<file path="src/rtl/ucac_pkg.sv">
package ucac_pkg;

  localparam int UA_W = 8;
  localparam logic [UA_W-1:0] UA_FETCH = 8'd0;
  localparam logic [UA_W-1:0] UA_BUMP  = 8'd70;

  typedef enum logic [3:0] {
    UOP_NOP    = 4'd0,
    UOP_SAR_LD = 4'd1,   // address reg <- REG
    UOP_SDR_LD = 4'd2,   // data reg <- REG
    UOP_SDR_ST = 4'd3,   // REG <- data reg
    UOP_READ   = 4'd4,
    UOP_WRITE  = 4'd5,
    UOP_DECODE = 4'd6,
    UOP_JUMP   = 4'd7,
    UOP_SKIP   = 4'd8,
    UOP_ADD    = 4'd9,   // acc <- acc + REG
    UOP_SUB    = 4'd10,  // acc <- acc - REG
    UOP_LDACC  = 4'd11,  // acc <- REG
    UOP_STACC  = 4'd12,  // REG <- acc
    UOP_INCACC = 4'd13   // acc <- REG + 1
  } uop_e;

  typedef enum logic [1:0] {
    RS_ACC = 2'd0,
    RS_PC  = 2'd1,
    RS_TMP = 2'd2
  } rsel_e;

  typedef struct packed {
    uop_e             op;
    rsel_e            rs;
    logic [UA_W-1:0]  k;
  } uword_t;

  function automatic uword_t mk(input uop_e o, input rsel_e r, input logic [UA_W-1:0] k);
    uword_t w;
    w.op = o;
    w.rs = r;
    w.k  = k;
    return w;
  endfunction

  // start of the routine for an opcode; undefined codes share the pc-bump routine
  function automatic logic [UA_W-1:0] dec_target(input int unsigned opc);
    if (opc >= 1 && opc <= 6) return UA_W'(opc * 10);
    return UA_BUMP;
  endfunction

  // control store contents, computed per address
  function automatic uword_t cs_word(input logic [UA_W-1:0] a);
    uword_t w;
    int rt;
    int off;
    rt  = int'(a) / 10;
    off = int'(a) % 10;
    w   = mk(UOP_JUMP, RS_ACC, UA_FETCH);
    if (((rt >= 1 && rt <= 4) && off <= 5) || (rt == 7 && off <= 3)) begin
      // shared prologue: bump pc through the accumulator, then aim at operand
      case (off)
        0: w = mk(UOP_STACC,  RS_TMP, '0);
        1: w = mk(UOP_INCACC, RS_PC,  '0);
        2: w = mk(UOP_STACC,  RS_PC,  '0);
        3: w = mk(UOP_LDACC,  RS_TMP, '0);
        4: w = mk(UOP_SDR_ST, RS_TMP, '0);
        default: w = mk(UOP_SAR_LD, RS_TMP, '0);
      endcase
    end else begin
      case (rt)
        0: case (off)
             0: w = mk(UOP_SAR_LD, RS_PC,  '0);
             1: w = mk(UOP_READ,   RS_ACC, '0);
             2: w = mk(UOP_DECODE, RS_ACC, '0);
             default: ;
           endcase
        1, 2, 3: case (off)
             6: w = mk(UOP_READ,   RS_ACC, '0);
             7: w = mk(UOP_SDR_ST, RS_TMP, '0);
             8: w = mk((rt == 1) ? UOP_ADD : (rt == 2) ? UOP_SUB : UOP_LDACC, RS_TMP, '0);
             default: ;
           endcase
        4: case (off)
             6: w = mk(UOP_SDR_LD, RS_ACC, '0);
             7: w = mk(UOP_WRITE,  RS_ACC, '0);
             default: ;
           endcase
        5: if (off == 0) w = mk(UOP_SDR_ST, RS_PC, '0);
        6: case (off)
             0: w = mk(UOP_SKIP,   RS_ACC, '0);
             1: w = mk(UOP_JUMP,   RS_ACC, UA_BUMP);
             2: w = mk(UOP_SDR_ST, RS_PC,  '0);
             default: ;
           endcase
        default: ;
      endcase
    end
    return w;
  endfunction

endpackage

</file>
<file path="src/rtl/ucac_ctrl_store.sv">
module ucac_ctrl_store
  import ucac_pkg::*;
(
  input  logic [UA_W-1:0] addr,
  output uword_t          word
);

  always_comb word = cs_word(addr);

endmodule

</file>
<file path="src/rtl/ucac_seq.sv">
module ucac_seq
  import ucac_pkg::*;
#(
  parameter int OP_W = 4
) (
  input  logic            clk,
  input  logic            rst,
  input  uword_t          rom_word,
  input  logic            decode_now,
  input  logic [OP_W-1:0] opcode,
  input  logic            acc_zero,
  output logic [UA_W-1:0] nxt_uaddr,
  output logic [UA_W-1:0] uaddr,
  output uword_t          mir
);

  always_comb begin
    if (rst) begin
      nxt_uaddr = UA_FETCH;
    end else if (decode_now) begin
      nxt_uaddr = dec_target(int'(opcode));
    end else begin
      case (mir.op)
        UOP_JUMP: nxt_uaddr = mir.k;
        UOP_SKIP: nxt_uaddr = uaddr + (acc_zero ? UA_W'(2) : UA_W'(1));
        default:  nxt_uaddr = uaddr + UA_W'(1);
      endcase
    end
  end

  // microword always matches the control address it was fetched from
  always_ff @(posedge clk) begin
    uaddr <= nxt_uaddr;
    mir   <= rom_word;
  end

endmodule

</file>
<file path="src/rtl/ucac_datapath.sv">
module ucac_datapath
  import ucac_pkg::*;
#(
  parameter int DATA_W = 16,
  parameter int ADDR_W = 12,
  parameter int OP_W   = 4
) (
  input  logic              clk,
  input  logic              rst,
  input  uop_e              op,
  input  rsel_e             rs,
  input  logic [DATA_W-1:0] mem_rdata,
  output logic [DATA_W-1:0] acc,
  output logic [ADDR_W-1:0] pc,
  output logic [ADDR_W-1:0] sar,
  output logic [DATA_W-1:0] sdr,
  output logic [OP_W-1:0]   opcode,
  output logic              acc_zero,
  output logic              mem_rd,
  output logic              mem_wr
);

  localparam int PAD = DATA_W - ADDR_W;

  logic [DATA_W-1:0] tmp;
  logic [DATA_W-1:0] src;

  function automatic logic [DATA_W-1:0] f_add(input logic [DATA_W-1:0] a, input logic [DATA_W-1:0] b);
    return a + b;
  endfunction

  function automatic logic [DATA_W-1:0] f_sub(input logic [DATA_W-1:0] a, input logic [DATA_W-1:0] b);
    return a - b;
  endfunction

  function automatic logic [DATA_W-1:0] f_inc(input logic [DATA_W-1:0] a);
    return a + DATA_W'(1);
  endfunction

  always_comb begin
    case (rs)
      RS_ACC:  src = acc;
      RS_PC:   src = {{PAD{1'b0}}, pc};
      default: src = tmp;
    endcase
  end

  always_ff @(posedge clk) begin
    if (rst) begin
      acc <= '0;
      pc  <= '0;
      sar <= '0;
      sdr <= '0;
      tmp <= '0;
    end else begin
      case (op)
        UOP_SAR_LD: sar <= src[ADDR_W-1:0];
        UOP_SDR_LD: sdr <= src;
        UOP_SDR_ST: begin
          case (rs)
            RS_ACC:  acc <= sdr;
            RS_PC:   pc  <= sdr[ADDR_W-1:0];
            default: tmp <= sdr;
          endcase
        end
        UOP_READ:   sdr <= mem_rdata;
        UOP_ADD:    acc <= f_add(acc, src);
        UOP_SUB:    acc <= f_sub(acc, src);
        UOP_LDACC:  acc <= src;
        UOP_INCACC: acc <= f_inc(src);
        UOP_STACC: begin
          case (rs)
            RS_PC:   pc  <= acc[ADDR_W-1:0];
            RS_TMP:  tmp <= acc;
            default: ;
          endcase
        end
        default: ;
      endcase
    end
  end

  assign opcode   = sdr[DATA_W-1 -: OP_W];
  assign acc_zero = (acc == '0);
  assign mem_rd   = (op == UOP_READ);
  assign mem_wr   = (op == UOP_WRITE);

endmodule

</file>
<file path="src/rtl/ucode_acc_core.sv">
module ucode_acc_core
  import ucac_pkg::*;
#(
  parameter int DATA_W = 16,
  parameter int OP_W   = 4,
  parameter int ADDR_W = 12
) (
  input  logic              clk,
  input  logic              rst,
  output logic [ADDR_W-1:0] mem_addr,
  output logic [DATA_W-1:0] mem_wdata,
  input  logic [DATA_W-1:0] mem_rdata,
  output logic              mem_rd,
  output logic              mem_wr,
  output logic [DATA_W-1:0] acc_q,
  output logic [ADDR_W-1:0] pc_q,
  output logic [UA_W-1:0]   uaddr_q
);

  uword_t            rom_word;
  uword_t            mir;
  logic [UA_W-1:0]   nxt_uaddr;
  logic [OP_W-1:0]   dec_opcode;
  logic              acc_zero;
  logic              ev_decode;

  assign ev_decode = (mir.op == UOP_DECODE);

  ucac_ctrl_store u_cs (
    .addr (nxt_uaddr),
    .word (rom_word)
  );

  ucac_seq #(.OP_W(OP_W)) u_seq (
    .clk        (clk),
    .rst        (rst),
    .rom_word   (rom_word),
    .decode_now (ev_decode),
    .opcode     (dec_opcode),
    .acc_zero   (acc_zero),
    .nxt_uaddr  (nxt_uaddr),
    .uaddr      (uaddr_q),
    .mir        (mir)
  );

  ucac_datapath #(.DATA_W(DATA_W), .ADDR_W(ADDR_W), .OP_W(OP_W)) u_dp (
    .clk       (clk),
    .rst       (rst),
    .op        (mir.op),
    .rs        (mir.rs),
    .mem_rdata (mem_rdata),
    .acc       (acc_q),
    .pc        (pc_q),
    .sar       (mem_addr),
    .sdr       (mem_wdata),
    .opcode    (dec_opcode),
    .acc_zero  (acc_zero),
    .mem_rd    (mem_rd),
    .mem_wr    (mem_wr)
  );

endmodule

</file>
<file path="config.mk">
export PLATFORM = sky130hd
export DESIGN_NAME = ucode_acc_core
export DESIGN_NICKNAME = d
export VERILOG_FILES = /design/src/rtl/ucac_pkg.sv /design/src/rtl/ucac_ctrl_store.sv /design/src/rtl/ucac_seq.sv /design/src/rtl/ucac_datapath.sv /design/src/rtl/ucode_acc_core.sv
export SDC_FILE = /design/constraint.sdc
export NUM_CORES = 1
export LEC_CHECK = 0
export BUFFER_PORTS_ARGS = -buffer_cell sky130_fd_sc_hd__buf_2
export CORE_ASPECT_RATIO = 1.1
export CORE_MARGIN = 2
export CORE_UTILIZATION = 55
export DETAILED_ROUTE_END_ITERATION = 10
export PLACE_DENSITY = 0.79
export SYNTH_ARGS = -nofsm -noshare
export SYNTH_HDL_FRONTEND = slang
export SYNTH_SLANG_ARGS = --single-unit
</file>
<file path="constraint.sdc">
create_clock -name clk -period 6.1 [get_ports clk]
set_clock_uncertainty 0.15 [all_clocks]
set_input_delay 0.305 -clock clk [delete_from_list [all_inputs] [get_ports clk]]
set_output_delay 0.305 -clock clk [all_outputs]
set_load 0.03 [all_outputs]
</file>
==> metrics <==
critical path class=reg2reg; total grt overflow=0; post-synthesis cell count=1012; HPWL after detailed placement=18500 um; Pins Over Slew Limit=0; total track usage=33.7%; Initial Util=56.7%; Post-CTS Hold Buffers=0; CTS H-Tree Depth=3; type of the worst min-delay path=in2reg; chip width=116 um; area share of fa/ha/maj cells after synthesis=7.35%; Clock Sinks=87; mapped cell area=7560 um2; Tcrit/Tclk final=96.1%; CORE AREA=13300 um2; top_reg_cell synth=dfxtp_1; fraction of registers with async set or reset after synthesis=0%; largest family of logic cells by synthesized area=compound AO/OA/AOI/OAI gates; final core utilization=68.7%; initial drt markers=774; most area-consuming cells after synthesis=dfxtp_1, nor2_1, ha_1; Clock Path Buffers=2; number of flops mapped to enable cells by yosys=0; Leakage=3.68 nW; fin worst setup slack=0.238 ns; first-pass GRT wire length=39200 um; largest net degree at the start of global routing=49; # IOs=84; worst-path maximum fanout=6; n_diodes=0; Die ar.=14700 um2; num rows=44; Final Net Count=1195; TritonCTS clock tree=done; multiplexer area fraction after synthesis=5.98%; final number of hold-violating endpoints=0; Routed Wire Length=24800 um; XOR/XNOR share of the synthesized area=3.06%; first-pass iteration count of the detailed router=6; Mapped Nets=1072; fillers=1170; crit end category=flop; syn_area_per_cell=7.47 um2; ANT nets after route=0; die height=127 um; Peak Freq=0.171 GHz; CP required=6.18 ns; pre-CTS WS=-0.0642 ns; CP max stage cell=a221o_2; slowest stage delay, CP=0.46 ns; Power Density=605 nW/um2; post-synthesis register bit count=87; PortBufs=83; CTS Buf Count=9; startpoint types=flop; share of cells above drive strength 1=22.8%; final setup fails=0; Slew @ Worst Pin=1.20 ns; Routed WL per cell=18.8 um; clk_lat worst skew=0.35 ns; via count=8348; compound-gate portion of the synthesized area=31.0%; maxcap violations=0; CTS clk-pin slew, worst paths=0.06 ns; area grow syn2layout=21.1%; number of warnings issued by yosys=0; Worst slew margin=19.8%; VDD IR max=0.711 mV; status=finished, final reports clean; Hold Slack=0.0638 ns; fin crit period=5.86 ns; arrival time of the worst setup path=5.94 ns; Cell variety after synth=98; clock root cell=clkbuf_16; DRC=0; vias in the first global route=7761; sequential share of the synthesized area=23.0%; vias per cell=6.31; share of the synthesized area in the top cell type=23.0%; antenna violations before repair=0; Synth Area in Simple Gates=23.0%; Critical Path Most Common Cell=inv_2; cell taking the most area after synthesis=dfxtp_1; Placer Congestion=0.999
==> where the power goes <==
group | total [mW] | internal (mW) | leakage, nW | switching (mW)
clock network | 0.538 | 0.314 | 0.135 | 0.224
registers | 0.752 | 0.665 | 0.706 | 0.0868
logic | 4.25 | 1.76 | 2.84 | 2.49
==> final timing paths <==
check / startpoint / end / slack, ns / cells after the start
setup / recovery: u_dp.acc[15] / u_seq.mir[10] / 0.24 / 28
hold / removal: mem_rdata[15] / u_dp.sdr[15] / 0.06 / 3
setup reg to reg: u_dp.acc[15] / u_seq.mir[10] / 0.24 / 28
hold reg to reg: u_dp.sar[2] / u_dp.sar[2] / 0.34 / 2
==> cells in the mapped netlist, types with 4 or more instances <==
cell and instances:
nand2b_1 11, a21oi_1 64, o21a_1 7, o21ai_1 17, nor3_1 33, a211oi_1 40
and4_1 4, o211ai_1 14, a221oi_1 13, nand3_1 20, a22oi_1 14, a31oi_1 4
and2_1 22, mux2i_1 44, nor2b_1 6, and3_1 9, xnor2_1 19, buf_2 6
inv_1 49, nor4_1 7, ha_1 38, a221o_1 4, a21o_1 6, o31ai_1 12
a311oi_1 5, a21boi_0 12, o21ai_0 61, dfxtp_1 87, nor2_1 127, nand2_1 97
buf_4 11, clkbuf_1 38, o21bai_1 4, fa_1 4, o31a_1 4
==> state kept, by name, indices dropped and copies added (netlist names) <==
| name | flops |
|---|---|
| u_dp.pc | 12 |
| u_dp.acc | 16 |
| u_seq.uaddr | 8 |
| u_dp.tmp | 16 |
| u_dp.sar | 12 |
| u_seq.mir | 7 |
| u_dp.sdr | 16 |
==> critical path: cells and delay by family, from the launching register on <==
kind	cells	cell delay, ns
buffers and inverters	4	0.38
AOI/OAI and AO/OA	11	2.33
adders and majority gates	3	0.56
and+or+nand+nor	8	1.65
xor gates and xnor gates	2	0.34
DFF	1	0.33
==> cells by family (layout without fill, tap and decap cells) <==
family / Yosys count / after routing
mux: 45 / 45
fa+ha+maj: 42 / 42
simple gates: 368 / 368
xor+xnor: 24 / 24
compound gates: 333 / 333
buf+inv: 113 / 240
flops: 87 / 87
==> timing repair <==
action / 4_1_cts / 5_1_grt
setup buffers: 3 / 9
gates cloned: 0 / 1
gates resized for setup: 5 / 38
setup endpoints to repair: 3 / 7
pin swaps: 2 / 20
==> layout by cell type, fill, tap and decap left out, types with 5 or more instances in the layout <==
cell type / Yosys / final
a22oi_1: 14 / 14
nor3_1: 33 / 29
buf_2: 6 / 83
a311oi_1: 5 / 5
o21ai_0: 61 / 60
inv_1: 49 / 47
clkbuf_16: 0 / 9
dfxtp_1: 87 / 86
xnor2_1: 19 / 16
ha_1: 38 / 34
o211ai_1: 14 / 14
a21boi_0: 12 / 12
o21a_1: 7 / 7
and3_1: 9 / 8
a21o_1: 6 / 6
nor2_1: 127 / 124
o31ai_1: 12 / 12
a221oi_1: 13 / 12
buf_4: 11 / 85
a21oi_1: 64 / 62
a211oi_1: 40 / 39
nand2_1: 97 / 95
and2_1: 22 / 22
o21ai_1: 17 / 16
nand3_1: 20 / 20
nand2b_1: 11 / 9
mux2i_1: 44 / 44
==> metrics by stage <==
step                      cell area, um2  setup TNS, ns  power [mW]  cells
after global routing                9150        -0.0433        5.96   1323
after global placement              8560              0        4.50   1295
final                               9150              0        5.54   1323
after detailed placement            8560         -0.145        4.54   1295
after floorplan                     7630              0        3.53   1012
after CTS                           8890              0        5.13   1313
==> final cells by class <==
type	instances	area, um2	share of cell area (%)
clock buffer	11	233	2.54
clock inverter	4	47.5	0.520
inverter	54	204	2.23
multi-input combinational	812	5600	61.2
sequential	87	1740	19.0
tap	184	230	2.52
timing repair buffer	171	1100	12.0
==> metal layers <==
layer / GRT usage (%) / share of wire (%)
met4: 23.9 / 7.4
met2: 55.7 / 48
met3: 6.16 / 7.3
met5: 0 / 0
met1: 38.8 / 37
(Power assumes the default switching activity.)
